[config.mk]
export PLATFORM = sky130hd
export DESIGN_NAME = yuv_plane_writer
export DESIGN_NICKNAME = d
export VERILOG_FILES = /design/src/rtl/yuvw_pkg.sv /design/src/rtl/yuvw_regs.sv /design/src/rtl/yuvw_lane.sv /design/src/rtl/yuvw_wr_arb.sv /design/src/rtl/yuv_plane_writer.sv
export SDC_FILE = /design/constraint.sdc
export NUM_CORES = 1
export LEC_CHECK = 0
export BUFFER_PORTS_ARGS = -buffer_cell sky130_fd_sc_hd__buf_2
export CAP_MARGIN = 20
export CORE_UTILIZATION = 40
export DETAILED_ROUTE_END_ITERATION = 8
export PLACE_DENSITY = 0.66
export SYNTH_ARGS = -nofsm -noshare
export SYNTH_HDL_FRONTEND = slang
export SYNTH_SLANG_ARGS = --single-unit
[constraint.sdc]
create_clock -name clk -period 3.71 [get_ports clk]
set_input_delay 0.1855 -clock clk [delete_from_list [all_inputs] [get_ports clk]]
set_output_delay 0.1855 -clock clk [all_outputs]
set_load 0.05 [all_outputs]
[src/rtl/yuvw_pkg.sv]
package yuvw_pkg;
  localparam int NPLANE     = 3;
  localparam int ALIGN_BITS = 6;

  localparam logic [3:0] RA_CTRL   = 4'd0;
  localparam logic [3:0] RA_BASE0  = 4'd1;
  localparam logic [3:0] RA_DELTA0 = 4'd4;
  localparam logic [3:0] RA_HEIGHT = 4'd7;
  localparam logic [3:0] RA_THRESH = 4'd8;

  localparam int CB_LITTLE   = 0;
  localparam int CB_IE_DONE  = 1;
  localparam int CB_IE_THR   = 2;
  localparam int CB_ACK_DONE = 3;
  localparam int CB_ACK_THR  = 4;

  typedef enum logic [1:0] {
    ST_IDLE  = 2'd0,
    ST_CAPT  = 2'd1,
    ST_FLUSH = 2'd2
  } cap_state_t;
endpackage

[src/rtl/yuvw_regs.sv]
module yuvw_regs
  import yuvw_pkg::*;
#(
  parameter int AW = 32,
  parameter int DW = 16,
  parameter int LW = 12
) (
  input  logic                         clk,
  input  logic                         rst_n,
  input  logic                         we,
  input  logic [3:0]                   addr,
  input  logic [31:0]                  wdata,
  output logic [NPLANE-1:0][AW-1:0]    base,
  output logic [NPLANE-1:0][DW-1:0]    delta,
  output logic [LW-1:0]                height,
  output logic [LW-1:0]                thresh,
  output logic                         little,
  output logic                         ie_done,
  output logic                         ie_thr,
  output logic                         ack_done,
  output logic                         ack_thr
);
  logic ctrl_wr;
  assign ctrl_wr  = we && (addr == RA_CTRL);
  assign ack_done = ctrl_wr && wdata[CB_ACK_DONE];
  assign ack_thr  = ctrl_wr && wdata[CB_ACK_THR];

  always_ff @(posedge clk or negedge rst_n) begin
    if (!rst_n) begin
      little  <= 1'b0;
      ie_done <= 1'b0;
      ie_thr  <= 1'b0;
      height  <= '0;
      thresh  <= '0;
    end else if (we) begin
      if (addr == RA_CTRL) begin
        little  <= wdata[CB_LITTLE];
        ie_done <= wdata[CB_IE_DONE];
        ie_thr  <= wdata[CB_IE_THR];
      end
      if (addr == RA_HEIGHT) height <= wdata[LW-1:0];
      if (addr == RA_THRESH) thresh <= wdata[LW-1:0];
    end
  end

  for (genvar p = 0; p < NPLANE; p++) begin : g_plane_regs
    always_ff @(posedge clk or negedge rst_n) begin
      if (!rst_n) begin
        base[p]  <= '0;
        delta[p] <= '0;
      end else if (we) begin
        if (addr == RA_BASE0 + 4'(p))
          base[p] <= {wdata[AW-1:ALIGN_BITS], {ALIGN_BITS{1'b0}}};
        if (addr == RA_DELTA0 + 4'(p))
          delta[p] <= wdata[DW-1:0];
      end
    end
  end
endmodule

[src/rtl/yuvw_lane.sv]
module yuvw_lane #(
  parameter int AW = 32,
  parameter int DW = 16
) (
  input  logic          clk,
  input  logic          rst_n,
  input  logic          start,
  input  logic [AW-1:0] base,
  input  logic [DW-1:0] delta,
  input  logic          little,
  input  logic          smp,
  input  logic [7:0]    smp_byte,
  input  logic          line_end,
  input  logic          emit,
  output logic          pend,
  output logic [AW-1:0] p_addr,
  output logic [31:0]   p_data,
  output logic [3:0]    p_be
);
  logic [1:0]    cnt;
  logic [31:0]   acc;
  logic [3:0]    be;
  logic [AW-1:0] wptr;
  logic [AW-1:0] lbase;

  logic [1:0]    lane;
  logic [31:0]   acc_n;
  logic [3:0]    be_n;
  logic          fill;
  logic          flush;
  logic [AW-1:0] next_line;

  always_comb begin
    lane      = little ? cnt : ~cnt;
    acc_n     = acc;
    be_n      = be;
    if (smp) begin
      acc_n = acc | ({24'd0, smp_byte} << {lane, 3'b000});
      be_n  = be | (4'b0001 << lane);
    end
    fill      = smp && (cnt == 2'd3);
    flush     = fill || (line_end && (be_n != 4'd0));
    next_line = lbase + {{(AW-DW){1'b0}}, delta};
  end

  always_ff @(posedge clk or negedge rst_n) begin
    if (!rst_n) begin
      cnt    <= '0;
      acc    <= '0;
      be     <= '0;
      wptr   <= '0;
      lbase  <= '0;
      pend   <= 1'b0;
      p_addr <= '0;
      p_data <= '0;
      p_be   <= '0;
    end else if (start) begin
      cnt   <= '0;
      acc   <= '0;
      be    <= '0;
      wptr  <= base;
      lbase <= base;
      pend  <= 1'b0;
    end else begin
      if (emit) pend <= 1'b0;
      if (flush) begin
        pend   <= 1'b1;
        p_addr <= wptr;
        p_data <= acc_n;
        p_be   <= be_n;
        acc    <= '0;
        be     <= '0;
        cnt    <= '0;
      end else if (smp) begin
        acc <= acc_n;
        be  <= be_n;
        cnt <= cnt + 2'd1;
      end
      if (line_end) begin
        wptr  <= next_line;
        lbase <= next_line;
      end else if (fill) begin
        wptr <= wptr + AW'(4);
      end
    end
  end
endmodule

[src/rtl/yuvw_wr_arb.sv]
module yuvw_wr_arb
  import yuvw_pkg::*;
#(
  parameter int AW = 32
) (
  input  logic [NPLANE-1:0]          pend,
  input  logic [NPLANE-1:0][AW-1:0]  addr,
  input  logic [NPLANE-1:0][31:0]    data,
  input  logic [NPLANE-1:0][3:0]     be,
  input  logic                       wr_ready,
  output logic                       wr_valid,
  output logic [1:0]                 wr_plane,
  output logic [AW-1:0]              wr_addr,
  output logic [31:0]                wr_data,
  output logic [3:0]                 wr_be,
  output logic [NPLANE-1:0]          emit
);
  logic [1:0] sel;

  always_comb begin
    sel = 2'd0;
    for (int p = NPLANE - 1; p >= 0; p--) begin
      if (pend[p]) sel = 2'(p);
    end
  end

  assign wr_valid = |pend;
  assign wr_plane = sel;
  assign wr_addr  = addr[sel];
  assign wr_data  = data[sel];
  assign wr_be    = be[sel];

  for (genvar p = 0; p < NPLANE; p++) begin : g_emit
    assign emit[p] = wr_valid && wr_ready && (sel == 2'(p));
  end
endmodule

[src/rtl/yuv_plane_writer.sv]
module yuv_plane_writer
  import yuvw_pkg::*;
#(
  parameter int AW = 32,
  parameter int DW = 16,
  parameter int LW = 12
) (
  input  logic          clk,
  input  logic          rst_n,
  input  logic          reg_we,
  input  logic [3:0]    reg_addr,
  input  logic [31:0]   reg_wdata,
  input  logic          vid_valid,
  output logic          vid_ready,
  input  logic [7:0]    vid_y,
  input  logic [7:0]    vid_c,
  input  logic          vid_eol,
  input  logic          vid_field,
  input  logic          vid_vblank,
  output logic          wr_valid,
  input  logic          wr_ready,
  output logic [1:0]    wr_plane,
  output logic [AW-1:0] wr_addr,
  output logic [31:0]   wr_data,
  output logic [3:0]    wr_be,
  output logic          capture_done,
  output logic          thresh_hit,
  output logic          field2,
  output logic          irq
);
  logic [NPLANE-1:0][AW-1:0] base;
  logic [NPLANE-1:0][DW-1:0] delta;
  logic [LW-1:0]             height;
  logic [LW-1:0]             thresh;
  logic little, ie_done, ie_thr, ack_done, ack_thr;

  yuvw_regs #(.AW(AW), .DW(DW), .LW(LW)) u_regs (
    .clk      (clk),
    .rst_n    (rst_n),
    .we       (reg_we),
    .addr     (reg_addr),
    .wdata    (reg_wdata),
    .base     (base),
    .delta    (delta),
    .height   (height),
    .thresh   (thresh),
    .little   (little),
    .ie_done  (ie_done),
    .ie_thr   (ie_thr),
    .ack_done (ack_done),
    .ack_thr  (ack_thr)
  );

  cap_state_t    st;
  logic [LW-1:0] line_cnt;
  logic [LW-1:0] nxt_line;
  logic          odd;
  logic          any_pend;
  logic          accept, eol_acc, last_line, arm, done_set, thr_set;

  logic [NPLANE-1:0]          pend;
  logic [NPLANE-1:0][AW-1:0]  p_addr;
  logic [NPLANE-1:0][31:0]    p_data;
  logic [NPLANE-1:0][3:0]     p_be;
  logic [NPLANE-1:0]          emit;
  logic [NPLANE-1:0]          smp;
  logic [NPLANE-1:0][7:0]     smp_byte;

  assign any_pend  = |pend;
  assign vid_ready = (st == ST_CAPT) && !any_pend;
  assign accept    = vid_valid && vid_ready;
  assign eol_acc   = accept && vid_eol;
  assign nxt_line  = line_cnt + 1'b1;
  assign last_line = eol_acc && (nxt_line == height);
  assign arm       = ack_done && (st == ST_IDLE);
  assign done_set  = (st == ST_FLUSH) && !any_pend;
  assign thr_set   = eol_acc && (thresh != '0) && (nxt_line == thresh);

  assign smp      = {accept && odd, accept && !odd, accept};
  assign smp_byte = {vid_c, vid_c, vid_y};

  for (genvar p = 0; p < NPLANE; p++) begin : g_lane
    yuvw_lane #(.AW(AW), .DW(DW)) u_lane (
      .clk      (clk),
      .rst_n    (rst_n),
      .start    (arm),
      .base     (base[p]),
      .delta    (delta[p]),
      .little   (little),
      .smp      (smp[p]),
      .smp_byte (smp_byte[p]),
      .line_end (eol_acc),
      .emit     (emit[p]),
      .pend     (pend[p]),
      .p_addr   (p_addr[p]),
      .p_data   (p_data[p]),
      .p_be     (p_be[p])
    );
  end

  yuvw_wr_arb #(.AW(AW)) u_arb (
    .pend     (pend),
    .addr     (p_addr),
    .data     (p_data),
    .be       (p_be),
    .wr_ready (wr_ready),
    .wr_valid (wr_valid),
    .wr_plane (wr_plane),
    .wr_addr  (wr_addr),
    .wr_data  (wr_data),
    .wr_be    (wr_be),
    .emit     (emit)
  );

  always_ff @(posedge clk or negedge rst_n) begin
    if (!rst_n) begin
      st           <= ST_IDLE;
      line_cnt     <= '0;
      odd          <= 1'b0;
      capture_done <= 1'b0;
      thresh_hit   <= 1'b0;
      field2       <= 1'b0;
    end else begin
      case (st)
        ST_IDLE:  if (arm)       st <= ST_CAPT;
        ST_CAPT:  if (last_line) st <= ST_FLUSH;
        ST_FLUSH: if (done_set)  st <= ST_IDLE;
        default:                 st <= ST_IDLE;
      endcase
      if (arm)          line_cnt <= '0;
      else if (eol_acc) line_cnt <= nxt_line;
      if (arm || eol_acc) odd <= 1'b0;
      else if (accept)    odd <= !odd;
      capture_done <= done_set || (capture_done && !ack_done);
      thresh_hit   <= thr_set  || (thresh_hit && !ack_thr);
      if (vid_vblank) field2 <= vid_field;
    end
  end

  assign irq = (capture_done && ie_done) || (thresh_hit && ie_thr);
endmodule

# Word-level counts from Yosys, hierarchy flattened

Cells that the tools add are included.

Logic and storage cells: 238
Bits in registers: 684
Output and inout port bits: 76

Equal/unequal tests: 20
Bitwise gates (word level): 10
Add/subtract/negate cells: 10
Mux-type cells: 77
Order comparisons: 1
Shifts and indexed selects: 6
Reductions and logical operators: 70

Operators by type and width:

| operator                                            | count |
|---|---|
| 2-to-1 mux 32 bit                                   | 29 |
| binary-select mux 32 bit (select 2 bit)             | 2 |
| adder 32 x 16 -> 32 bit                             | 3 |
| adder 32 x 3 -> 32 bit, second input constant       | 3 |
| OR 32 bit                                           | 3 |
| left shift 8 x 5 -> 32 bit                          | 3 |
| 2-to-1 mux 4 bit                                    | 13 |
| 2-to-1 mux 2 bit                                    | 18 |
| logical AND 1 bit                                   | 27 |
| nonzero test 3 bit                                  | 9 |
| equality test 12 bit                                | 2 |
| 2-to-1 mux 12 bit                                   | 2 |
| AND reduction 2 bit                                 | 12 |
| equality test 4 x 3 -> 1 bit, second input constant | 4 |
| adder 12 x 1 -> 12 bit, second input constant       | 1 |
| OR 4 bit                                            | 3 |
| nonzero test 12 bit                                 | 1 |
| nonzero test 4 bit                                  | 3 |
| left shift 1 x 2 -> 4 bit, first input constant     | 3 |
| 2-to-1 mux 1 bit                                    | 11 |
| equality test 2 bit, second input constant          | 5 |
| binary-select mux 4 bit (select 2 bit)              | 1 |
| equality test 4 x 2 -> 1 bit, second input constant | 2 |
| logical OR 1 bit                                    | 7 |
| 15 further kinds                                    | 27 |

# Logic depth before layout (Yosys ltp)

Gate-level depths: netlist (run 1).

Depth in word-level cells: 11
Gate-level depth with buffers: 12
Gate-level depth less buffers: 11

# Modules after synthesis

A second synthesis (run 1) with hierarchy kept.

Cells, all modules: 3,481
Area total of the unflattened synthesis: 35,419.0 µm²

Modules (own cells, without submodules):

| module                        | area an instance (µm²) | cells each | times used | seq. area each (µm²) |
|---|---|---|---|---|
| yuvw_lane at g_lane[1].u_lane | 8,764.7                | 894        | 1          | 4,279.1 |
| yuvw_lane at g_lane[2].u_lane | 8,720.9                | 911        | 1          | 4,279.1 |
| yuvw_lane at g_lane[0].u_lane | 8,710.9                | 883        | 1          | 4,279.1 |
| yuvw_regs                     | 6,009.5                | 355        | 1          | 3,828.7 |
| yuvw_wr_arb                   | 1,636.6                | 254        | 1          | 0.0 |
| yuv_plane_writer              | 1,576.5                | 184        | 1          | 450.4 |

# Worst setup path before layout (run 1)

Ideal clock, no wire load.

Path kind: register -> output
Start point: reg g_lane[0].u_lane.pend
End point: out wr_addr[19]
Path buffers: 2
Arrival time: 2.806 ns
Required time: 3.524 ns
Setup slack: 0.719 ns
Cell stages (with the launch flop): 6
Cell sequence: dfrtp_1 > nor2b_1 > clkbuf_1 > buf_1 > mux2i_1 > o21ai_0

Longest elaborated chain between the ends: 3

Ends and longest elaborated chain:

| what                                    | RTL line               | text |
|---|---|---|
| start: declaration                      | yuvw_lane.sv:15        | `output logic pend,` |
| start signal: assignment                | yuvw_lane.sv:53        | `pend <= 1'b0;` |
| start signal: assignment                | yuvw_lane.sv:63        | `pend <= 1'b0;` |
| start signal: assignment                | yuvw_lane.sv:65        | `if (emit) pend <= 1'b0;` |
| 2-to-1 mux 2 bit                        | yuvw_wr_arb.sv:23      | `if (pend[p]) sel = 2'(p);` |
| net wr_plane[0]                         | yuv_plane_writer.sv:22 | `output logic [1:0] wr_plane,` |
| binary-select mux 32 bit (select 2 bit) | yuvw_wr_arb.sv:29      | `assign wr_addr = addr[sel];` |
| 2-to-1 mux 32 bit (implied by the code) | yuvw_wr_arb.sv:29      |  |
| end: declaration                        | yuv_plane_writer.sv:23 | `output logic [AW-1:0] wr_addr,` |

The timed path passes the listed nets, and every way through them passes these cells. The select of a mux whose other input is x is not followed.

# Worst setup path in the final report (run 1)

Start point: reg g_lane[1].u_lane.pend
End point: out wr_be[3]

Longest elaborated chain between the ends: 4

Ends and longest elaborated chain:

| what                                   | RTL line               | text |
|---|---|---|
| start: declaration                     | yuvw_lane.sv:15        |  |
| start signal: assignment               | yuvw_lane.sv:53        |  |
| start signal: assignment               | yuvw_lane.sv:63        |  |
| start signal: assignment               | yuvw_lane.sv:65        |  |
| 2-to-1 mux 2 bit (2 in a row)          | yuvw_wr_arb.sv:23      |  |
| binary-select mux 4 bit (select 2 bit) | yuvw_wr_arb.sv:31      | `assign wr_be = be[sel];` |
| 2-to-1 mux 4 bit (implied by the code) | yuvw_wr_arb.sv:31      |  |
| end: declaration                       | yuv_plane_writer.sv:25 | `output logic [3:0] wr_be,` |

No other way between the ends. The select of a mux whose other input is x is not followed.

==> metrics.md, run 1 <==
| Metric | Value |
|---|---|
| Status | finished clean |
| Clock-pin transition on the worst setup and hold timing paths | 0.06 ns |
| Iteration-0 DRC Markers | 2,012 |
| Register bit total from synthesis | 684 |
| Multi-input logic area | 15,000 µm² |
| Async set or reset register ratio after synthesis | 1.00 |
| Final setup skew | 0.0246 ns |
| Crit path buffers/inverters | 2 |
| Crit path time final | 3.15 ns |
| Commonest cells in the netlist | dfrtp_1, nor2_1, nand2_1 |
| Width of the die | 290 µm |
| Post-CTS Resized | 0 |
| Number of placed I/O pins | 136 |
| CP arrival | 2.96 ns |
| YS warnings | 0 |
| CTS Buf Count | 75 |
| Via Count | 25,400 |
| Most common cell in the netlist | dfrtp_1 |
| Die footprint | 83,900 µm² |
| Max_slew headroom | 0.270 |
| Crit Path Class | reg2out |
| Crit path max fanout | 21 |
| Final worst slack | 0.565 ns |
| EDFF count, synth | 0 |
| Synthesized area per cell | 10.3 µm² |
| Worst-margin pin slew | 1.09 ns |
| CP endpoint kind | primary output |
| Overflow after GRT | 0 |
| Final period util | 0.848 |
| Antenna Nets Post-Route | 0 |
| Synth Instances | 3,218 |
| Initial core utilization | 0.404 |
| Post-synth top area share | 0.517 |
| Worst vdd ir | 713 µV |
| Root Driver | clkbuf_16 |
| CTS H-Tree Depth | 3 |
| Share of cells above drive strength 1 | 0.181 |
| Post-synthesis sequential area ratio | 0.517 |
| CP required | 3.52 ns |
| Std cell rows | 105 |
| Static leakage | 17.3 nW |
| Largest net degree at the start of global routing | 99 |
| Critical path startpoint category | register |
| Via density | 5.65 |
| First-pass GRT wire length | 148,000 µm |
| Fill count | 7,656 |
| Synth Net Count | 3,336 |
| Critical path, cell by cell | nor2b_4 > buf_4 > mux2i_1 > o21ai_0 > buf_2 |
| Hold Crit Class | in2reg |
| Sink Count | 684 |
| Die Ht | 290 µm |
| Synth area leader | dfrtp_1 |
| GRT Util Overall | 0.227 |
| Synth top area cells | dfrtp_1, mux2_2, a21oi_1 |
| Crit-path slowest cell | o21ai_0 |
| Routed WL | 94,800 µm |
| Nets@finish | 3,490 |
| Max Root-Sink Buffers | 3 |
| DR WL/cell | 21.1 µm |
| PwrDens | 826 nW/µm² |
| Drt pass-1 iters | 6 |
| Final Max Tran Viols | 0 |
| Area delta synth->final | 15.3% |
| RSZ-0062 raised after global routing | no |
| Post-synth cell types | 93 |
| Max-cap violations | 0 |
| Sequential cell area | 17,100 µm² |
| Max Freq | 0.318 GHz |
| Crit-path max cell delay | 0.68 ns |
| R2R Setup Slk | 0.64 ns |
| Netlist Area Pre-Place | 33,100 µm² |
| Vias in the first global route | 25,000 |
| GPL Wtd Cong | 0.921 |
| Crit path max-delay family | buffers and inverters |
| Setup TNS | 0 ns |
| Worst skew pair latency | 0.64 ns |
| CTS tree | yes |
| DP Wirelength | 66,600 µm |
| DRC violations left | 0 |
| Final Hold Fails | 0 |
| Top_reg_cell synth | dfrtp_1 |
| # setup viols final | 0 |
| Place WS | 0.703 ns |
| PortBufs | 135 |
| Initial antenna violation count | 0 |
| Core ar. | 82,000 µm² |
-- through the flow --
step | instances | power, mW | area [µm²] | hold slack, ns | util
floorplan | 3218 | 20.1 | 33100 | -0.110 | -
global placement | 4317 | 23.4 | 35100 | 0.283 | 0.428
detailed placement | 4317 | 23.7 | 35100 | 0.279 | 0.428
CTS | 4499 | 31.7 | 38200 | 0.0188 | 0.465
global route | 4499 | 33.4 | 38200 | 0.0398 | 0.465
finish | 4501 | 31.5 | 38200 | 0.0302 | 0.465
-- per-layer routing --
layer	track usage	vias up	part of all wire
li1	-	11800	-
met4	0.0720	0	0.031
met2	0.370	797	0.47
met3	0.0305	164	0.053
met1	0.314	12700	0.45
met5	0	-	0
-- cell usage in the layout, fill, tap and decap left out, types with 13 or more instances in the layout --
cell type,count
o22ai_1,20
o211ai_1,29
a31oi_1,26
dfrtp_1,684
o21ai_0,236
xor2_1,80
clkbuf_16,75
or3_1,13
nor2_1,321
clkbuf_8,13
buf_4,58
nor3_1,28
o21ai_1,14
xnor2_1,57
buf_12,16
nand4_1,32
inv_1,37
mux2_2,235
o21a_1,26
and3_1,48
a22oi_1,33
clkbuf_1,15
ha_1,55
dlygate4sd3_1,48
a21o_1,37
nand2_1,321
mux2i_1,70
buf_2,134
nand3_1,81
a21oi_1,312
-- final timing paths --
check,from,endpoint,cells after the start
min in group asynchronous,rst_n,g_lane[0].u_lane.acc[4]$_DFFE_PN0P_,2
setup reg to reg,u_regs.delta[34]$_DFFE_PN0P_,g_lane[2].u_lane.lbase[21]$_DFFE_PN0P_,9
setup / recovery,g_lane[1].u_lane.pend$_DFFE_PN0P_,wr_be[3],5
hold / removal,reg_wdata[9],u_regs.delta[9]$_DFFE_PN0P_,2
hold reg to reg,g_lane[1].u_lane.acc[21]$_DFFE_PN0P_,g_lane[1].u_lane.acc[21]$_DFFE_PN0P_,2
max in group asynchronous,rst_n,g_lane[2].u_lane.p_addr[21]$_DFFE_PN0P_,3
-- area by class of cell --
type,instances,share of cell area
flip-flops and latches,684,0.449
multi-input cells,2316,0.394
clock buffers,103,0.0553
repair buffers,257,0.0504
well taps,1070,0.0351
clock inverters,31,0.0129
inverters,38,0.00374
diodes,2,0.000131
-- power breakdown --
group / total [mW] / switching [mW] / leakage [nW] / internal (mW)
Sequential: 11.8 / 1.92 / 8.87 / 9.85
Combinational: 11.9 / 7.81 / 7.17 / 4.09
Clock: 7.85 / 3.14 / 1.28 / 4.71
-- cell families after synthesis --
| logic type | synth area share |
|---|---|
| adder cells (fa/ha/maj) | 0.0226 |
| XOR/XNOR | 0.0363 |
| buffers and inverters | 0.0302 |
| AO/OA/AOI/OAI | 0.156 |
| AND/OR/NAND/NOR | 0.133 |
| multiplexers | 0.104 |
| flip-flops | 0.517 |
-- registers in the layout, summed over array words and instances (netlist names), 2 cells and up --
name,count
u_regs.delta,48
st,2
g_lane.u_lane.lbase,96
g_lane.u_lane.be,12
u_regs.thresh,12
u_regs.height,12
g_lane.u_lane.acc,96
g_lane.u_lane.p_data,96
g_lane.u_lane.pend,3
g_lane.u_lane.cnt,6
g_lane.u_lane.p_be,12
g_lane.u_lane.wptr,96
u_regs.base,78
g_lane.u_lane.p_addr,96
line_cnt,12
-- what timing repair did --
action                                  CTS  global route
hold endpoints to repair                310             0
endpoints found under the setup margin    0             0
buffers inserted                          0             0
hold buffers                             48             0
No activity file was read; power rests on OpenSTA's default activity.
==> run 2: changes to the inputs <==
Clock period 3.71 ns to 2.9 ns, I/O delays scaled along.
==> run 2 against run 1 <==
  * Cell area increased by 1.4%
  * Final cell count increased by 1.1%
  * Combinational power grew 34%
  * Sequential share of layout area shrank 0.62 points
  * Global-route usage about the same
  * Clock power up 25%
  * Highest routed layer is now met5
  * Critical path depth did not move
  * Power increased by 29%
  * Via count grew 1.4%
  * Utilization is 0.65 points higher
==> metrics.md, run 2 (same netlist as run 1, synthesis figures left out) <==
| Metric | Value |
|---|---|
| Largest net degree at the start of global routing | 126 |
| Final worst slack | 0.132 ns |
| CP required | 2.76 ns |
| Max_slew headroom | 0.405 |
| Worst skew pair latency | 0.63 ns |
| CP arrival | 2.62 ns |
| Worst-margin pin slew | 0.892 ns |
| Finished Cell Area | 38,700 µm² |
| Setup TNS | 0 ns |
| Area after DPL | 35,600 µm² |
| Crit-path max cell delay | 0.48 ns |
| Crit path time final | 2.77 ns |
| DP Wirelength | 66,800 µm |
| Std cell rows | 105 |
| Reg2Reg Launch Point | u_regs.delta[17]$_DFFE_PN0P_ |
| Status | finished clean |
| Hold Crit Class | in2reg |
| Comb pwr share | 0.391 |
| CTS H-Tree Depth | 3 |
| Via Count | 25,800 |
| Antenna Nets Post-Route | 0 |
| Number of placed I/O pins | 136 |
| PortBufs | 135 |
| First-pass GRT wire length | 148,000 µm |
| WHS | 0.0250 ns |
| DR WL/cell | 21.2 µm |
| WHS Endpoint | u_regs.base[42]$_DFFE_PN0P_ |
| Commonest non-fill, non-tap cell in the layout | dfrtp_1 |
| Hold Path Cell Cnt | 2 |
| Initial core utilization | 0.404 |
| CP endpoint kind | primary output |
| Fill count | 7,585 |
| Crit-path slowest cell | dfrtp_1 |
| CTS tree | yes |
| Drt pass-1 iters | 7 |
| Nets@finish | 3,540 |
| Crit path max fanout | 32 |
| Overflow after GRT | 0 |
| Most frequent cells in the layout | dfrtp_1, nand2_1, nor2_1 |
| Max Root-Sink Buffers | 3 |
| Sw Pwr | 16.6 mW |
| Final Hold Fails | 0 |
| # setup viols final | 0 |
| Final period util | 0.954 |
| PwrDens | 1050 nW/µm² |
| Antenna Cells | 0 |
| Max Freq | 0.361 GHz |
| Initial antenna violation count | 1 |
| Iteration-0 DRC Markers | 2,181 |
| RR Endpoint | g_lane[1].u_lane.wptr[29]$_DFFE_PN0P_ |
| Share of cells above drive strength 1 | 0.196 |
| Reg2Reg Depth | 10 |
| Core ar. | 82,000 µm² |
| Die footprint | 83,900 µm² |
| Critical path, cell by cell | nor2b_4 > buf_12 > mux2i_1 > o21ai_0 > buf_2 |
| Width of the die | 290 µm |
| DRC violations left | 0 |
| Sink Count | 684 |
| Switching portion of total power | 0.409 |
| Final setup skew | 0.0243 ns |
| Root Driver | clkbuf_16 |
| Reg power frac | 0.367 |
| GRT Util Overall | 0.228 |
| Area delta synth->final | 16.9% |
| Via density | 5.66 |
| Routed WL | 96,400 µm |
| Static leakage | 17.6 nW |
| Hold_sp | reg_wdata[10] |
| CTS Buf Count | 76 |
| Critical path startpoint category | register |
| Vias in the first global route | 25,200 |
| Final Max Tran Viols | 0 |
| Max-cap violations | 0 |
| Crit Path Class | reg2out |
| Worst vdd ir | 630 µV |
| RSZ-0062 raised after global routing | no |
| GPL Wtd Cong | 0.912 |
| Pint | 24.0 mW |
| Place WS | 0.0329 ns |
| Die Ht | 290 µm |
| Clock-pin transition on the worst setup and hold timing paths | 0.06 ns |
| Clock network power share | 0.242 |
| R2R Setup Slk | 0.16 ns |
## run 2: cell count changes in the layout (fill, tap and decap cells not counted), sizes merged
| cell | before | now |
|---|---|---|
| diode | 2 | 0 |
| inv | 39 | 41 |
| buf | 209 | 256 |
| clkinv | 18 | 17 |
| dlygate4sd3 | 48 | 49 |
| clkbuf | 103 | 111 |
| bufinv | 10 | 4 |
| clkinvlp | 2 | 4 |
## run 2: worst max path at each step
stage                                                      start                                endpoint  cells after the start
after floorplan                g_lane[0].u_lane.pend$_DFFE_PN0P_                             wr_addr[10]                      6
after global placement               u_regs.delta[0]$_DFFE_PN0P_   g_lane[0].u_lane.wptr[24]$_DFFE_PN0P_                     12
after detailed placement   g_lane[0].u_lane.lbase[0]$_DFFE_PN0P_   g_lane[0].u_lane.wptr[18]$_DFFE_PN0P_                     11
after CTS                  g_lane[0].u_lane.lbase[0]$_DFFE_PN0P_   g_lane[0].u_lane.wptr[18]$_DFFE_PN0P_                     11
after global routing      g_lane[2].u_lane.lbase[10]$_DFFE_PN0P_  g_lane[2].u_lane.lbase[31]$_DFFE_PN0P_                      9
final                          g_lane[1].u_lane.pend$_DFFE_PN0P_                             wr_addr[14]                      5
## run 2: area by class of cell
cell class / count / area, µm² / share of cell area
sequential: 684 / 17100 / 0.442
multi-input combinational: 2316 / 15100 / 0.390
timing repair buffer: 306 / 2460 / 0.0637
clock buffer: 110 / 2270 / 0.0588
tap: 1070 / 1340 / 0.0346
clock inverter: 28 / 284 / 0.00734
inverter: 38 / 143 / 0.00369
## run 2: per-layer routing
metal | vias to the layer above | routed length (µm) | GRT usage | part of all wire
met3 | 192 | 5130 | 0.0295 | 0.053
li1 | 11900 | - | - | -
met1 | 12900 | 41900 | 0.303 | 0.43
met4 | 2 | 3230 | 0.0869 | 0.034
met5 | - | 12 | 0 | 0.00012
met2 | 788 | 46200 | 0.377 | 0.48
## run 2: metrics by stage
step           utilization  instances  power [mW]
5_1_grt              0.472       4552        43.0
3_3_place_gp         0.434       4362        30.3
2_1_floorplan            -       3218        25.7
6_report             0.472       4552        40.6
3_5_place_dp         0.434       4362        30.6
4_1_cts              0.471       4549        40.6
## run 2: power by group through the flow
stage	clock, mW	combinational, mW	sequential [mW]
after floorplan	0	11.5	14.1
after global placement	0	15.4	14.9
after detailed placement	0	15.6	15.0
after CTS	9.98	15.8	14.9
after global routing	10.3	17.3	15.3
final	9.82	15.9	14.9
## run 2: what timing repair did
item                                   4_1_cts  5_1_grt
endpoints found under the hold margin      303        0
pin swaps                                    0        2
hold buffers                                49        0
resized for setup                            1       18
setup endpoints to repair                    1       50
cloned                                       0        1
setup buffers                                0        2
## run 2: worst max-delay path: cells and delay by family, from the launching register on
family | cells | cell delay, ns
AO/OA/AOI/OAI | 1 | 0.46
multiplexers | 1 | 0.14
buffers and inverters | 2 | 0.61
flip-flops | 1 | 0.48
AND/OR/NAND/NOR | 1 | 0.26
==> run 3: changes to the inputs <==
Settings changed: BUFFER_PORTS_ARGS -buffer_cell sky130_fd_sc_hd__buf_2 to -buffer_cell sky130_fd_sc_hd__clkbuf_2, SETUP_SLACK_MARGIN set to 0.3.
==> run 3 against run 2 <==
  * Sequential cell count stayed put
  * Utilization increased by 1.3 points
  * Clock power grew 1%
  * Via count up 1.1%
  * Register-to-register slack better by 0.06 ns
  * Clock-buffer cell count decreased by 6
  * Largest cell class unchanged
==> metrics.md, run 3 (same netlist as run 1, synthesis figures left out) <==
| Metric | Value |
|---|---|
| Status | finished clean |
| Final Hold Fails | 0 |
| Routed WL | 99,300 µm |
| Nets@finish | 3,556 |
| CTS H-Tree Depth | 3 |
| Fill count | 7,318 |
| Reg2Reg Launch Point | u_regs.delta[1]$_DFFE_PN0P_ |
| Iteration-0 DRC Markers | 2,250 |
| Critical path startpoint category | register |
| Vias in the first global route | 25,400 |
| CP endpoint kind | register |
| Std cell rows | 105 |
| Hold Crit Class | in2reg |
| Switching portion of total power | 0.409 |
| CTS Buf Count | 75 |
| GRT Util Overall | 0.234 |
| Hold Path Cell Cnt | 3 |
| Die footprint | 83,900 µm² |
| Final period util | 0.925 |
| Crit path max fanout | 4 |
| Width of the die | 290 µm |
| Hold_sp | vid_c[6] |
| Initial core utilization | 0.404 |
| Overflow after GRT | 0 |
| Largest net degree at the start of global routing | 91 |
| Worst skew pair latency | 0.64 ns |
| Number of placed I/O pins | 136 |
| Max Root-Sink Buffers | 3 |
| DR WL/cell | 21.8 µm |
| Crit path depth | 10 |
| Crit-path slowest cell | dfrtp_1 |
| Clock network power share | 0.234 |
| Antenna Nets Post-Route | 0 |
| Worst-margin pin slew | 0.791 ns |
| Root Driver | clkbuf_16 |
| CP required | 3.47 ns |
| Critical path, cell by cell | ha_1 > a211oi_2 > o211a_1 > o21bai_4 > buf_4 > a21o_1 > a21oi_1 > xor2_1 > o21ai_0 > o22a_1 |
| Crit-path max cell delay | 0.40 ns |
| Area after DPL | 35,400 µm² |
| # setup viols final | 0 |
| Max-cap violations | 0 |
| Crit path time final | 2.68 ns |
| Reg2Reg Depth | 10 |
| Crit path buffers/inverters | 1 |
| Clock-pin transition on the worst setup and hold timing paths | 0.06 ns |
| DP Wirelength | 66,900 µm |
| CTS tree | yes |
| DRC violations left | 0 |
| Pint | 25.0 mW |
| Max Freq | 0.373 GHz |
| Commonest non-fill, non-tap cell in the layout | dfrtp_1 |
| Initial antenna violation count | 1 |
| Final Util | 0.484 |
| Final setup skew | 0.0320 ns |
| Sw Pwr | 17.4 mW |
| GPL Wtd Cong | 0.914 |
| Most frequent cells in the layout | dfrtp_1, nand2_1, nor2_1 |
| Finished Cell Area | 39,700 µm² |
| Via Count | 26,100 |
| Share of cells above drive strength 1 | 0.232 |
| Static leakage | 17.9 nW |
| WHS | 0.0256 ns |
| Worst vdd ir | 913 µV |
| Power, Total | 42.4 mW |
| Crit Path Class | reg2reg |
| Comb pwr share | 0.409 |
| RR Endpoint | g_lane[0].u_lane.wptr[11]$_DFFE_PN0P_ |
| Sink Count | 684 |
| Die Ht | 290 µm |
| RSZ-0062 raised after global routing | yes |
| R2R Setup Slk | 0.22 ns |
| Setup TNS | 0 ns |
| CP arrival | 3.25 ns |
| PwrDens | 1070 nW/µm² |
| WHS Endpoint | g_lane[2].u_lane.acc[22]$_DFFE_PN0P_ |
| Max_slew headroom | 0.472 |
| Antenna Cells | 0 |
| Place WS | 0.0560 ns |
| Final Max Tran Viols | 0 |
| Area delta synth->final | 20.0% |
| Core ar. | 82,000 µm² |
| Non-filler instance count after layout | 4,564 |
| Crit path max-delay family | compound AO/OA/AOI/OAI gates |
| First-pass GRT wire length | 151,000 µm |
| DP Cell Count | 4,353 |
| Drt pass-1 iters | 5 |
| Reg power frac | 0.356 |
| PortBufs | 135 |
| Final worst slack | 0.218 ns |
| Via density | 5.71 |
-- run 3: final cells by class --
type                            count  area, µm²  area share
Tap cell                         1070       1340      0.0337
Multi-Input combinational cell   2317      15800       0.398
Sequential cell                   684      17100       0.431
Inverter                           38        145     0.00365
Timing Repair Buffer              322       2760      0.0696
Clock inverter                     29        367     0.00923
Clock buffer                      104       2190      0.0551
-- run 3: worst max path at each step --
stage	from	to	slack, ns
detailed placement	g_lane[0].u_lane.lbase[0]$_DFFE_PN0P_	g_lane[0].u_lane.wptr[24]$_DFFE_PN0P_	0.06
floorplan	g_lane[0].u_lane.pend$_DFFE_PN0P_	wr_addr[19]	0.32
finish	u_regs.delta[1]$_DFFE_PN0P_	g_lane[0].u_lane.wptr[11]$_DFFE_PN0P_	0.22
global placement	u_regs.delta[0]$_DFFE_PN0P_	g_lane[0].u_lane.wptr[24]$_DFFE_PN0P_	0.04
CTS	g_lane[0].u_lane.lbase[0]$_DFFE_PN0P_	g_lane[0].u_lane.wptr[28]$_DFFE_PN0P_	0.24
global route	u_regs.delta[1]$_DFFE_PN0P_	g_lane[0].u_lane.wptr[11]$_DFFE_PN0P_	0.12
-- run 3: timing repair --
item	in CTS	in global routing
endpoints found under the setup margin	143	296
setup buffers	12	15
gates cloned	6	1
gates resized for setup	81	210
hold buffers	44	0
endpoints found under the hold margin	540	0
pin swaps	15	57
-- run 3: worst reg2reg max path, delay by kind of cell, from the launching register on --
family,cells,cell delay [ns]
AOI/OAI and AO/OA,7,1.65
xor gates and xnor gates,1,0.09
adders and majority gates,1,0.34
buffers and inverters,1,0.14
DFF,1,0.40
-- run 3: layer usage --
metal	wire, µm	up-vias	track usage
li1	-	11900	-
met3	5350	189	0.0313
met2	47800	882	0.387
met1	42800	13000	0.317
met5	0	-	0
met4	3390	0	0.0771
-- run 3: power groups by stage --
stage               combinational (mW)  sequential (mW)  clock [mW]
floorplan                         11.5             14.1           0
global placement                  15.2             15.0           0
detailed placement                15.5             15.1           0
CTS                               16.4             15.0        10.1
global route                      18.8             15.4        10.5
finish                            17.4             15.1        9.94
